### config.mk
export PLATFORM = sky130hd
export DESIGN_NAME = clk_irq_emul
export DESIGN_NICKNAME = d
export VERILOG_FILES = /design/src/rtl/clk_irq_pkg.sv /design/src/rtl/clk_irq_interval.sv /design/src/rtl/clk_irq_sched.sv /design/src/rtl/clk_irq_src.sv /design/src/rtl/clk_irq_emul.sv
export SDC_FILE = /design/constraint.sdc
export NUM_CORES = 1
export LEC_CHECK = 0
export CORE_ASPECT_RATIO = 1.25
export CORE_UTILIZATION = 23
export DETAILED_ROUTE_END_ITERATION = 12
export SYNTH_ARGS = -nofsm -noshare
export SYNTH_HDL_FRONTEND = slang
export SYNTH_SLANG_ARGS = --single-unit
### constraint.sdc
create_clock -name clk -period 9.05 [get_ports clk]
set_input_delay 1.3575 -clock clk [delete_from_list [all_inputs] [get_ports clk]]
set_output_delay 1.3575 -clock clk [all_outputs]
set_load 0.1 [all_outputs]
### src/rtl/clk_irq_pkg.sv
// Shared constants and types for the clock interrupt emulation engine.
// Assumes a 64 Hz base tick (exponent 6) and periodic exponents up to 13.
package clk_irq_pkg;
    localparam int BASE_LOG2 = 6;     // base tick is 2^6 Hz
    localparam int MAX_LOG2  = 13;    // fastest periodic rate 2^13 Hz
    localparam int LIM_W     = BASE_LOG2 + 1;
    localparam int FLAG_W    = 16;
    localparam int UPD_BIT   = 4;
    localparam int ALM_BIT   = 5;
    localparam int PER_BIT   = 6;
    localparam int PEND_BIT  = 7;
    localparam int CNT_LSB   = 8;

    typedef enum logic [1:0] {
        SCH_IDLE  = 2'd0,
        SCH_WAIT  = 2'd1,
        SCH_CATCH = 2'd2
    } sch_state_e;
endpackage

### src/rtl/clk_irq_interval.sv
// Picks the tick interval and the periodic divider limit from the rate exponent.
// Assumes TICKS_PER_SEC >> MAX_LOG2 is at least 1. Purely combinational.
module clk_irq_interval
    import clk_irq_pkg::*;
#(
    parameter int CNT_W         = 32,
    parameter int RATE_W        = 4,
    parameter int TICKS_PER_SEC = 65536
) (
    input  logic              per_en,
    input  logic [RATE_W-1:0] rate_log2,
    output logic [CNT_W-1:0]  interval,
    output logic [LIM_W-1:0]  per_limit
);
    localparam logic [CNT_W-1:0] TPS_V = CNT_W'(TICKS_PER_SEC);

    logic [RATE_W-1:0] rate_q;
    logic              fast;

    // clamp the exponent into the supported range
    always_comb begin
        if (rate_log2 < RATE_W'(1))                   rate_q = RATE_W'(1);
        else if (rate_log2 > RATE_W'(MAX_LOG2))       rate_q = RATE_W'(MAX_LOG2);
        else                                          rate_q = rate_log2;
    end

    // fast rates shorten the interval; slow ones divide the base tick
    always_comb begin
        fast = per_en && (rate_q > RATE_W'(BASE_LOG2));
        if (fast) begin
            interval  = TPS_V >> rate_q;
            per_limit = LIM_W'(1);
        end else begin
            interval  = TPS_V >> BASE_LOG2;
            per_limit = LIM_W'(1) << (RATE_W'(BASE_LOG2) - rate_q);
        end
    end
endmodule

### src/rtl/clk_irq_sched.sv
// Comparator scheduler: arms the compare value, detects ticks with a signed
// wrap-safe difference, and steps the compare value forward one interval per
// cycle until it is ahead of the counter, counting extra steps as lost ticks.
// Assumes the interval is nonzero.
module clk_irq_sched
    import clk_irq_pkg::*;
#(
    parameter int CNT_W  = 32,
    parameter int LOST_W = 8
) (
    input  logic              clk,
    input  logic              rst_n,
    input  logic              any_en,
    input  logic [CNT_W-1:0]  counter,
    input  logic [CNT_W-1:0]  interval,
    output logic              tick_p,
    output logic [LOST_W-1:0] lost_cnt,
    output logic [CNT_W-1:0]  cmp_value,
    output logic              cmp_active
);
    sch_state_e        state_q;
    logic [CNT_W-1:0]  cmp_q;
    logic [CNT_W-1:0]  gap;
    logic              hit;
    logic [LOST_W-1:0] lost_acc_q;
    logic [LOST_W-1:0] lost_q;
    logic              tick_q;

    // counter at or past the compare value, judged by the signed difference
    always_comb begin
        gap = counter - cmp_q;
        hit = ~gap[CNT_W-1];
    end

    // arm, fire and catch-up sequencing
    always_ff @(posedge clk) begin
        if (!rst_n) begin
            state_q    <= SCH_IDLE;
            cmp_q      <= '0;
            lost_acc_q <= '0;
            lost_q     <= '0;
            tick_q     <= 1'b0;
        end else begin
            tick_q <= 1'b0;
            if (!any_en) begin
                state_q <= SCH_IDLE;
            end else begin
                case (state_q)
                    SCH_IDLE: begin
                        cmp_q   <= counter + interval;
                        state_q <= SCH_WAIT;
                    end
                    SCH_WAIT: begin
                        if (hit) begin
                            cmp_q      <= cmp_q + interval;
                            lost_acc_q <= '0;
                            state_q    <= SCH_CATCH;
                        end
                    end
                    SCH_CATCH: begin
                        if (hit) begin
                            cmp_q <= cmp_q + interval;
                            if (lost_acc_q != '1) lost_acc_q <= lost_acc_q + 1'b1;
                        end else begin
                            tick_q  <= 1'b1;
                            lost_q  <= lost_acc_q;
                            state_q <= SCH_WAIT;
                        end
                    end
                    default: state_q <= SCH_IDLE;
                endcase
            end
        end
    end

    assign tick_p     = tick_q;
    assign lost_cnt   = lost_q;
    assign cmp_value  = cmp_q;
    assign cmp_active = (state_q != SCH_IDLE);


    idle_when_off_chk: assert property (@(posedge clk) disable iff (!rst_n)
        !any_en |=> !cmp_active);

    arm_value_chk: assert property (@(posedge clk) disable iff (!rst_n)
        $rose(cmp_active) |-> cmp_q == $past(counter) + $past(interval));

    step_size_chk: assert property (@(posedge clk) disable iff (!rst_n)
        (cmp_active && $past(cmp_active) && !$stable(cmp_q)) |->
            cmp_q == $past(cmp_q) + $past(interval));
endmodule

### src/rtl/clk_irq_src.sv
// Event sources evaluated on each tick: update (seconds changed since the last
// recorded value), alarm (time equals alarm time) and periodic (divider with
// lost-tick credit). Flags are combinational and valid only while tick_p is high.
module clk_irq_src
    import clk_irq_pkg::*;
#(
    parameter int LOST_W = 8
) (
    input  logic              clk,
    input  logic              rst_n,
    input  logic              tick_p,
    input  logic [LOST_W-1:0] lost_cnt,
    input  logic              upd_en,
    input  logic              alm_en,
    input  logic              per_en,
    input  logic [5:0]        sec_in,
    input  logic [5:0]        min_in,
    input  logic [4:0]        hour_in,
    input  logic [5:0]        alm_sec,
    input  logic [5:0]        alm_min,
    input  logic [4:0]        alm_hour,
    input  logic [LIM_W-1:0]  per_limit,
    output logic              upd_flag,
    output logic              alm_flag,
    output logic              per_flag
);
    localparam int SUM_W = ((LOST_W > LIM_W) ? LOST_W : LIM_W) + 2;

    logic [5:0]       prev_sec_q;
    logic             prev_ok_q;
    logic [LIM_W-1:0] per_cnt_q;
    logic             sec_moved;
    logic [SUM_W-1:0] per_sum;

    // evaluate the three event conditions for the current tick
    always_comb begin
        sec_moved = !prev_ok_q || (sec_in != prev_sec_q);
        upd_flag  = tick_p && upd_en && prev_ok_q && (sec_in != prev_sec_q);
        alm_flag  = tick_p && alm_en && (sec_in == alm_sec) &&
                    (min_in == alm_min) && (hour_in == alm_hour);
        per_sum   = SUM_W'(per_cnt_q) + SUM_W'(lost_cnt) + SUM_W'(1);
        per_flag  = tick_p && per_en && (per_sum >= SUM_W'(per_limit));
    end

    // record the seconds value seen at each change
    always_ff @(posedge clk) begin
        if (!rst_n) begin
            prev_sec_q <= '0;
            prev_ok_q  <= 1'b0;
        end else if (!upd_en) begin
            prev_ok_q  <= 1'b0;
        end else if (tick_p && sec_moved) begin
            prev_sec_q <= sec_in;
            prev_ok_q  <= 1'b1;
        end
    end

    // periodic divider: credit the tick plus lost ticks, restart on fire
    always_ff @(posedge clk) begin
        if (!rst_n || !per_en) begin
            per_cnt_q <= '0;
        end else if (tick_p) begin
            per_cnt_q <= per_flag ? '0 : per_sum[LIM_W-1:0];
        end
    end


    per_cnt_range_chk: assert property (@(posedge clk) disable iff (!rst_n)
        per_cnt_q < LIM_W'(1 << (BASE_LOG2 - 1)));

    upd_first_record_chk: assert property (@(posedge clk) disable iff (!rst_n)
        (tick_p && upd_en && !prev_ok_q) |=> (prev_ok_q && !upd_flag));
endmodule

### src/rtl/clk_irq_emul.sv
// Top of the clock interrupt emulation engine. Derives the tick interval,
// runs the comparator scheduler, evaluates the event sources and keeps a
// sticky flag word with a one-cycle interrupt strobe per event-bearing tick.
module clk_irq_emul
    import clk_irq_pkg::*;
#(
    parameter int CNT_W         = 32,
    parameter int RATE_W        = 4,
    parameter int LOST_W        = 8,
    parameter int TICKS_PER_SEC = 65536
) (
    input  logic              clk,
    input  logic              rst_n,
    input  logic [CNT_W-1:0]  counter_in,
    input  logic [5:0]        sec_in,
    input  logic [5:0]        min_in,
    input  logic [4:0]        hour_in,
    input  logic              upd_en,
    input  logic              alm_en,
    input  logic              per_en,
    input  logic [5:0]        alm_sec,
    input  logic [5:0]        alm_min,
    input  logic [4:0]        alm_hour,
    input  logic [RATE_W-1:0] per_rate_log2,
    input  logic              flag_ack,
    output logic [FLAG_W-1:0] flag_word,
    output logic              irq_strobe,
    output logic              cmp_active,
    output logic [CNT_W-1:0]  cmp_value,
    output logic [LOST_W-1:0] lost_ticks
);
    logic              any_en;
    logic [CNT_W-1:0]  interval;
    logic [LIM_W-1:0]  per_limit;
    logic              tick_p;
    logic              upd_flag, alm_flag, per_flag, any_flag;
    logic [FLAG_W-1:0] ev_word;
    logic [FLAG_W-1:0] flag_q;
    logic              irq_q;

    assign any_en = upd_en | alm_en | per_en;

    clk_irq_interval #(.CNT_W(CNT_W), .RATE_W(RATE_W), .TICKS_PER_SEC(TICKS_PER_SEC)) u_interval (
        .per_en    (per_en),
        .rate_log2 (per_rate_log2),
        .interval  (interval),
        .per_limit (per_limit)
    );

    clk_irq_sched #(.CNT_W(CNT_W), .LOST_W(LOST_W)) u_sched (
        .clk        (clk),
        .rst_n      (rst_n),
        .any_en     (any_en),
        .counter    (counter_in),
        .interval   (interval),
        .tick_p     (tick_p),
        .lost_cnt   (lost_ticks),
        .cmp_value  (cmp_value),
        .cmp_active (cmp_active)
    );

    clk_irq_src #(.LOST_W(LOST_W)) u_src (
        .clk       (clk),
        .rst_n     (rst_n),
        .tick_p    (tick_p),
        .lost_cnt  (lost_ticks),
        .upd_en    (upd_en),
        .alm_en    (alm_en),
        .per_en    (per_en),
        .sec_in    (sec_in),
        .min_in    (min_in),
        .hour_in   (hour_in),
        .alm_sec   (alm_sec),
        .alm_min   (alm_min),
        .alm_hour  (alm_hour),
        .per_limit (per_limit),
        .upd_flag  (upd_flag),
        .alm_flag  (alm_flag),
        .per_flag  (per_flag)
    );

    // assemble the event word for this tick
    always_comb begin
        any_flag               = upd_flag | alm_flag | per_flag;
        ev_word                = '0;
        ev_word[UPD_BIT]       = upd_flag;
        ev_word[ALM_BIT]       = alm_flag;
        ev_word[PER_BIT]       = per_flag;
        ev_word[PEND_BIT]      = 1'b1;
        ev_word[CNT_LSB +: 8]  = 8'd1;
    end

    // sticky flag word with read-clear, plus the interrupt strobe
    always_ff @(posedge clk) begin
        if (!rst_n) begin
            flag_q <= '0;
            irq_q  <= 1'b0;
        end else begin
            irq_q <= any_flag;
            if (any_flag)      flag_q <= flag_ack ? ev_word : (flag_q | ev_word);
            else if (flag_ack) flag_q <= '0;
        end
    end

    assign flag_word  = flag_q;
    assign irq_strobe = irq_q;


    pend_word_chk: assert property (@(posedge clk) disable iff (!rst_n)
        irq_strobe |-> (flag_word[PEND_BIT] && flag_word[CNT_LSB +: 8] == 8'd1));

    strobe_single_chk: assert property (@(posedge clk) disable iff (!rst_n)
        irq_strobe |=> !irq_strobe);

    ack_clear_chk: assert property (@(posedge clk) disable iff (!rst_n)
        (flag_ack && !tick_p) |=> flag_word == '0);
endmodule

Word-level counts from Yosys, hierarchy flattened --
Cells that the tools add are included.
Word-level totals: bits in registers 82, input bits 76, output and inout bits 58, word-level logic and storage cells 88
Operators by class: $add $sub $neg 7, order comparisons 4, equality and inequality tests 12, shift-type cells 2, mux-type cells 18, bitwise logic cells 5, reductions and logical operators 30
Operators with widths (count):
- $add A32 B32 Y32 | 2
- $mux W32 | 2
- $pmux W32 S2 | 1
- $mux W16 | 3
- $shr A17 B4 Y32 const A | 1
- $sub A32 B32 Y32 | 1
- $mux W8 | 3
- $or A16 B9 Y16 | 1
- $pmux W8 S2 | 1
- $mux W7 | 2
- $eq A6 B6 Y1 | 2
- $logic_and A1 B1 Y1 | 11
- $add A10 B1 Y10 const B | 1
- $ge A10 B7 Y1 | 1
- $add A7 B8 Y9 | 1
- $reduce_and A3 Y1 | 3
- $add A8 B1 Y8 const B | 1
- $mux W4 | 2
- $ne A8 B8 Y1 const B | 1
- $reduce_and A2 Y1 | 4
- $reduce_bool A2 Y1 | 4
- $shl A1 B4 Y7 const A | 1
- $ne A2 B2 Y1 const B | 3
- $ne A6 B6 Y1 | 1
- other kinds (17) | 25

Depth between registers and ports, before layout --
Gate-level depths: netlist of the first run.
word-level depth 11, mapped depth 18, mapped depth without buffers 16

Hierarchy --
From an unflattened synthesis of the first run, not the netlist that was laid out.
Unflattened totals: cells, all modules 864, area total of the unflattened synthesis 6895.4 µm²
Modules (own cells, without submodules):
- clk_irq_sched | times used 1, cells each 619, area an instance 4909.7 µm², sequential area each 1021.0 µm²
- clk_irq_src | times used 1, cells each 162, area an instance 1331.3 µm², sequential area each 280.3 µm²
- clk_irq_interval | times used 1, cells each 54, area an instance 387.9 µm², sequential area each 0.0 µm²
- clk_irq_emul | times used 1, cells each 29, area an instance 266.5 µm², sequential area each 100.1 µm²

Worst setup path before layout of the first run --
No wires, ideal clock.
kind flip-flop to flip-flop, start register u_sched.state_q[1], end register u_sched.cmp_q[25] (netlist: u_sched.cmp_value[25]), library setup time 120 ps, data arrival time 4696 ps, data required time 8930 ps, setup slack 4235 ps, cell stages (with the launch flop) 18, path buffers 5, clock period less this slack 4815 ps, cell sequence dfxtp_1 inv_1 ha_1 buf_2 buf_2 buf_1 clkbuf_1 buf_1 mux2_2 ha_1 nand2_1 o21ai_0 nand3_2 o211a_4 or4b_4 a21bo_4 o41ai_1 o31a_1
On the way: word-level cells in the longest chain between the ends 4, elaborated cells on any way between the ends 8, those cells by class eq/ne: 3; mux: 1; reduce/logical: 4
RTL lines:
- start: declaration | RTL line clk_irq_sched.sv:21 | sch_state_e state_q;
- start signal: assignment | RTL line clk_irq_sched.sv:38 | state_q <= SCH_IDLE;
- start signal: assignment | RTL line clk_irq_sched.sv:46 | state_q <= SCH_IDLE;
- start signal: assignment | RTL line clk_irq_sched.sv:51 | state_q <= SCH_WAIT;
- $eq A2 B1 Y1 / $eq A2 B2 Y1 (equally long branches) | RTL line clk_irq_sched.sv:48 | case (state_q)
- $reduce_or A2 Y1 (no line)
- $ne A2 B2 Y1 (no line) / $reduce_bool A2 Y1 (equally long branches)
- $reduce_and A3 Y1 (no line)
- end signal: assignment | RTL line clk_irq_sched.sv:50 | cmp_q <= counter + interval;
- end signal: assignment | RTL line clk_irq_sched.sv:55 | cmp_q <= cmp_q + interval;
- end signal: assignment | RTL line clk_irq_sched.sv:62 | cmp_q <= cmp_q + interval;
- end: declaration | RTL line clk_irq_sched.sv:22 | logic [CNT_W-1:0] cmp_q;
Several ways; a longest one is shown, not always the timed one. A chain may end at the register's enable or synchronous reset.

Worst setup path in the final report of the first run --
start input port counter_in[22], end register u_sched.cmp_q[31] (netlist: u_sched.cmp_value[31])
On the way: word-level cells in the longest chain between the ends 3, elaborated cells on any way between the ends 5, those cells by class add/sub: 2; eq/ne: 1; mux: 1; reduce/logical: 1
RTL lines:
- start: declaration | RTL line clk_irq_emul.sv:14 | input logic [CNT_W-1:0] counter_in,
- $sub A32 B32 Y32 | RTL line clk_irq_sched.sv:31 | gap = counter - cmp_q;
- $ne A2 B2 Y1 (no line)
- $reduce_and A3 Y1 (no line)
Several ways; a longest one is shown, not always the timed one.

==> key figures, run 1 <==
Outcome
  • Outcome: complete, no violations

Pwr
  • Internal Power: 1.16 mW
  • Sequential Power Share: 18.1%
  • Gate power share: 67.2%
  • Switching Share: 54.6%
  • Clk pwr share: 14.7%
  • Leak: 3.16 nW
  • P per Cell Area: 306 nW/um^2
  • Net switching power: 1.39 mW
  • Max IR drop VDD: 0.000264 V

Global route
  • GRT overflow: 0
  • Vias in the first global route: 6,574
  • Total global-route track usage: 14.3%
  • Initial antenna violation count: 0
  • Largest net degree at the start of global routing: 46
  • Global-route wire length before repair: 33,600 um

Worst setup path
  • Crit path max fanout: 24
  • Required time of the worst setup path: 9.28 ns
  • Worst R2R Start: u_sched.state_q[1]
  • Worst setup SP type: primary input
  • Capturing point of the worst reg2reg path: u_sched.cmp_value[22]
  • Worst r2r path cells: 12
  • Element type at the critical path end: flip-flop
  • CP Data Arrival Time: 4.97 ns
  • FF-to-FF setup slack: 4.78 ns
  • Kind of critical path: primary input to flip-flop

Synthesis
  • Yosys cell types: 73
  • Post-synth EDFFs: 0
  • Netlist Area Pre-Place: 6460 um^2
  • Synth Flop Type: dfxtp_1
  • Asr flop ratio synth: 0%
  • Syn. warnings: 0
  • Sequential area share after synthesis: 21.7%
  • Synth Instances: 828
  • Post-Syn Area per Cell: 7.80 um^2
  • #FFs+latches synth: 70

Place
  • Pre-CTS setup slack: 3.96 ns
  • RD Place Congestion: 0.851
  • Final HPWL DP: 15,800 um
  • IO Port Bufs: 122

Drt
  • Post-route ant nets: 0
  • Drt pass-1 iters: 5
  • Initial DRC Count: 342
  • Vias: 6,504
  • Wire per inst: 15.5 um
  • Post-Route WL: 20,100 um
  • DR vias/cell: 5.02
  • Post-route DRC violation count: 0

Final layout
  • Final #Nets: 1,086
  • Most frequent cells in the layout: 122 x clkdlybuf4s50_1, 70 x dfxtp_1, 65 x ha_1
  • Antenna cells: 0
  • Layout cell share with drive strength beyond 1: 6.03%
  • Most common cell after layout, fill and taps aside: clkdlybuf4s50_1
  • Synth-to-layout area growth: 28.9%

STA
  • Tmin final: 4.74 ns
  • Maximum clock rate: 211 MHz
  • Least-Margin Pin Slew: 1.16 ns
  • Final setup fails: 0
  • Max-Slew Margin vs Limit: 22.6%
  • Setup Skew: 0.0102 ns
  • Setup total negative slack: 0 ns
  • Fin crit share: 52.4%
  • Hold Fails Final Rpt: 0
  • Setup slack after layout: 4.31 ns
  • Max Slew Vio Count: 0
  • RSZ-0062 raised after global routing: no

Clock tree
  • Max Buffers Root-to-Sink: 2
  • # hold bufs at CTS: 0
  • Clk Latency, worst-skew pair: 0.34 ns
  • Clock slew at reported path FFs: 0.06 ns
  • CTS tree: built
  • CTS Buf Count: 9
  • Root Driver: clkbuf_16
  • H-tree level count: 3
  • Clock Sinks: 70
  • Post-cts sizing count: 0
  • Post-CTS Setup Repair Bufs: 0

Floorplan
  • Die area: 28,800 um^2
  • Die height: 189 um
  • Initial core utilization: 23.4%
  • I/O pin count: 134
  • Die width: 152 um
  • Core ar.: 27,600 um^2
  • Row count: 68

Worst hold path
  • Min-delay src: flag_word[6]
  • Hold Crit Class: flip-flop to flip-flop
  • Hold Path Stages: 2
  • Hold EP: flag_word[6]

Job
  • Max-cap violations: 0
[layer usage]
metal  vias up  part of all wire (%)  track usage, %
met4         0                   2.3            5.12
met1      3017                    42            17.0
li1       3278                     -               -
met3        24                   5.7            2.61
met5         -                     0               0
met2       185                    50            25.4
[critical path, cell delays in order]
cell and delay, ns:
clkdlybuf4s50_1 0.49, ha_1 0.37, a211oi_1 0.27, o21ai_0 0.12, o221a_2 0.29, or2_2 0.31, a22o_1 0.32, o21ai_2 0.93
nand2_2 0.21, a32o_1 0.30
[sequential cells by signal, indices dropped and copies added (netlist names)]
name and count:
u_src.prev_ok_q 1, u_src.per_cnt_q 7, u_sched.tick_p 1, u_sched.lost_acc_q 8, flag_word 4, u_src.prev_sec_q 6, u_sched.cmp_value 32, irq_strobe 1
u_sched.lost_cnt 8, u_sched.state_q 2
[metrics by stage]
stage / utilization (%) / std cells / hold WS (ns) / instance area [um^2] / total power, mW
3_5_place_dp: 29.1 / 1281 / 0.447 / 8020 / 2.18
3_3_place_gp: 29.1 / 1281 / 0.439 / 8020 / 2.17
5_1_grt: 30.2 / 1296 / 0.489 / 8330 / 2.74
6_report: 30.2 / 1296 / 0.457 / 8330 / 2.55
2_1_floorplan: - / 847 / 0.429 / 6530 / 1.76
4_1_cts: 30.2 / 1296 / 0.459 / 8330 / 2.57
[synthesized netlist by cell type, drive strengths merged (3+ instances only)]
cell	instances	area, um^2
a211o	5	43.8
a211oi	18	135
a21boi	3	26.3
a21o	11	82.6
a21oi	65	329
a31oi	7	43.8
a32o	12	120
a41o	5	50.1
a41oi	5	43.8
and2	4	25.0
and3	10	62.6
buf	22	141
clkbuf	22	82.6
dfxtp	70	1400
ha	66	826
inv	44	165
mux2	17	191
mux2i	19	190
nand2	62	235
nand2b	6	37.5
nand3	55	280
nand4	15	93.8
nor2	59	221
nor2b	9	56.3
nor3	23	115
nor3b	3	22.5
nor4	10	68.8
o211a	4	47.6
o211ai	3	22.5
o21a	11	82.6
o21ai	54	278
o21bai	4	30.0
o22ai	3	25.0
o31a	9	78.8
o31ai	3	22.5
o41ai	3	26.3
or2	4	25.0
or3	7	43.8
xnor2	21	184
xor2	23	201
[worst max-delay path by stage]
stage,startpoint,endpoint,cells after the start
after floorplan,u_sched.state_q[1],u_sched.cmp_value[25],17
after global placement,counter_in[22],u_sched.cmp_value[31],10
after detailed placement,counter_in[22],u_sched.cmp_value[31],10
after CTS,counter_in[22],u_sched.cmp_value[31],10
after global routing,counter_in[22],u_sched.cmp_value[31],10
final,counter_in[22],u_sched.cmp_value[31],10
[power groups by stage]
stage               Sequential [mW]  Clock [mW]  Combinational (mW)
finish                        0.461       0.376                1.71
global placement              0.467           0                1.70
global route                  0.473       0.396                1.87
floorplan                     0.858           0               0.902
CTS                           0.461       0.387                1.72
detailed placement            0.466           0                1.71
[kinds of logic (layout without fill, tap and decap cells)]
kind of cell             after synthesis  after routing  synth area share, %
buffers and inverters                 90            189                 6.14
multiplexers                          36             36                 5.91
other                                  2             21                0.116
flip-flops                            70             70                 21.7
adder cells (fa/ha/maj)               68             68                 13.4
XOR/XNOR                              44             44                 5.97
AND/OR/NAND/NOR                      272            272                 20.7
AO/OA/AOI/OAI                        246            246                 26.1
[final cells by class]
class	instances	area, um^2
multi-input cells	687	4740
repair buffers	128	1270
inverters	46	173
flip-flops and latches	70	1400
clock inverters	4	72.6
well taps	350	438
clock buffers	11	233
fillers	2978	19200
Note: power is estimated with default switching activity, not from simulation.
==> run 2: changes to the inputs <==
==> constraint.sdc (replaced) <==
create_clock -name clk -period 4.4 [get_ports clk]
set_input_delay 0.66 -clock clk [delete_from_list [all_inputs] [get_ports clk]]
set_output_delay 0.66 -clock clk [all_outputs]
set_load 0.1 [all_outputs]
==> key figures, run 2 (synthesis results as in run 1) <==
Worst setup path
  • CP max stage delay: 0.56 ns (was 0.93 ns)
  • Slowest-stage cell, CP: ha_2 (was o21ai_2)
  • Required time of the worst setup path: 4.62 ns (was 9.28 ns)
  • CP Data Arrival Time: 4.17 ns (was 4.97 ns)
  • Kind of critical path: flip-flop to flip-flop (was primary input to flip-flop)
  • Crit path max fanout: 13 (was 24)
  • CP startpoint: u_sched.state_q[0] (was counter_in[22])
  • Crit-path cells: inv_1, ha_2, mux2_2, ha_1, o21ai_0, o211ai_1, nand3_2, o211a_4, or2_2, or3_1, o311ai_0, a21oi_1 (was clkdlybuf4s50_1, ha_1, a211oi_1, o21ai_0, o221a_2, or2_2, a22o_1, o21ai_2, nand2_2, a32o_1)
  • Element type at the critical path end: flip-flop (unchanged)
  • Worst R2R Start: u_sched.state_q[0] (was u_sched.state_q[1])
  • Worst setup SP type: flip-flop (was primary input)

STA
  • RSZ-0062 raised after global routing: no (unchanged)
  • Setup slack after layout: 0.448 ns (was 4.31 ns)
  • Maximum clock rate: 253 MHz
  • Tmin final: 3.95 ns
  • Max Slew Vio Count: 0 (unchanged)
  • Fin crit share: 89.8%
  • Setup total negative slack: 0 ns (unchanged)
  • Least-Margin Pin Slew: 1.07 ns (was 1.16 ns)
  • Hold Fails Final Rpt: 0 (unchanged)
  • Max-Slew Margin vs Limit: 28.2% (was 22.6%)
  • Final setup fails: 0 (unchanged)
  • Setup Skew: 0.00805 ns (was 0.0102 ns)

Drt
  • Post-route ant nets: 0 (unchanged)
  • Post-Route WL: 20,400 um (was 20,100 um)
  • Initial DRC Count: 355 (was 342)
  • Wire per inst: 15.7 um (was 15.5 um)
  • Post-route DRC violation count: 0 (unchanged)
  • DR vias/cell: 5.05 (was 5.02)
  • Drt pass-1 iters: 5 (unchanged)
  • Vias: 6,580 (was 6,504)

Floorplan
  • Die area: 28,800 um^2 (unchanged)
  • Row count: 68 (unchanged)
  • I/O pin count: 134 (unchanged)
  • Initial core utilization: 23.4% (unchanged)
  • Die height: 189 um (unchanged)
  • Core ar.: 27,600 um^2 (unchanged)
  • Die width: 152 um (unchanged)

Clock tree
  • H-tree level count: 3 (unchanged)
  • Root Driver: clkbuf_16 (unchanged)
  • CTS Buf Count: 9 (unchanged)
  • CTS tree: built (unchanged)
  • Clock Sinks: 70 (unchanged)
  • Clock slew at reported path FFs: 0.06 ns (about the same)
  • Post-CTS Setup Repair Bufs: 0 (unchanged)
  • Max Buffers Root-to-Sink: 2 (unchanged)
  • Post-cts sizing count: 0 (unchanged)
  • Clk Latency, worst-skew pair: 0.34 ns (about the same)
  • # hold bufs at CTS: 0 (unchanged)

Final layout
  • Most frequent cells in the layout: 122 x clkdlybuf4s50_1, 70 x dfxtp_1, 65 x ha_1 (unchanged)
  • Most common cell after layout, fill and taps aside: clkdlybuf4s50_1 (unchanged)
  • Synth-to-layout area growth: 29.7% (was 28.9%)
  • Antenna cells: 0 (unchanged)
  • Layout cell share with drive strength beyond 1: 6.92% (was 6.03%)
  • Largest register FFs: 32 (unchanged)
  • Final #Nets: 1,096 (was 1,086)
  • Fillers: 2,965 (was 2,978)

Pwr
  • Max IR drop VDD: 0.000287 V (was 0.000264 V)
  • P per Cell Area: 631 nW/um^2 (was 306 nW/um^2)
  • Leak: 3.20 nW (was 3.16 nW)
  • Total Power: 5.28 mW (was 2.55 mW)

Job
  • Max-cap violations: 0 (unchanged)

Worst hold path
  • Hold Crit Class: flip-flop to flip-flop (unchanged)
  • Min-delay src: u_src.per_cnt_q[0] (was flag_word[6])

Place
  • Pre-CTS setup slack: 0.241 ns (was 3.96 ns)
  • Final HPWL DP: 16,000 um (was 15,800 um)
  • IO Port Bufs: 122 (unchanged)
  • RD Place Congestion: 0.838 (was 0.851)

Global route
  • Vias in the first global route: 6,472 (was 6,574)
  • GRT overflow: 0 (unchanged)
  • Largest net degree at the start of global routing: 42 (was 46)
  • Total global-route track usage: 14.3% (about the same)
  • Initial antenna violation count: 0 (unchanged)
  • Global-route wire length before repair: 33,200 um (was 33,600 um)

Outcome
  • Outcome: complete, no violations (unchanged)
## run 2: cell types whose count changed in the layout (fill, tap and decap cells not counted)
cell,change
clkbuf_8,+1
o21ai_0,-1
bufinv_16,-1
clkinvlp_4,-1
clkbuf_1,-1
o21ai_1,+1
buf_4,+10
## run 2: final timing paths
kind / endpoint / slack (ns) / cells past startpoint
setup / recovery: u_sched.cmp_value[19] / 0.45 / 12
setup reg to reg: u_sched.cmp_value[19] / 0.45 / 12
hold / removal: u_src.per_cnt_q[0] / 0.46 / 2
hold reg to reg: u_src.per_cnt_q[0] / 0.46 / 2
## run 2: worst max-delay path, delay by kind of cell (launching register included)
kind	cells	cell delay, ns
buffers and inverters	1	0.09
AND/OR/NAND/NOR	3	0.90
flip-flops	1	0.39
AO/OA/AOI/OAI	5	1.15
adder cells (fa/ha/maj)	2	0.90
multiplexers	1	0.39
## run 2: area by class of cell
cell class                      count  area (um^2)  area share [%]
Inverter                           46          173            2.06
Sequential cell                    70         1400            16.7
Multi-Input combinational cell    687         4740            56.6
Clock buffer                       11          243            2.90
Timing Repair Buffer              138         1340            16.0
Tap cell                          350          438            5.23
Clock inverter                      2         35.0           0.418
## run 2: layer usage
layer,track usage [%],routed length [um],up-vias
met1,16.5,8790,3070
met5,0,0,-
li1,-,-,3286
met3,2.88,1080,37
met2,25.3,9980,187
met4,6.31,602,0
## run 2: where the power goes
| group | internal, mW | total, mW | switching [mW] |
|---|---|---|---|
| clock | 0.444 | 0.720 | 0.276 |
| sequential | 0.771 | 0.951 | 0.180 |
| combinational | 1.18 | 3.61 | 2.44 |
| total | 2.39 | 5.28 | 2.89 |
## run 2: stage by stage
step | util [%] | hold WS [ns] | std cells | area (um^2)
6_report | 30.4 | 0.461 | 1304 | 8370
4_1_cts | 30.4 | 0.465 | 1304 | 8370
3_5_place_dp | 29.4 | 0.453 | 1291 | 8100
3_3_place_gp | 29.4 | 0.441 | 1291 | 8100
5_1_grt | 30.4 | 0.486 | 1304 | 8370
2_1_floorplan | - | 0.429 | 847 | 6540
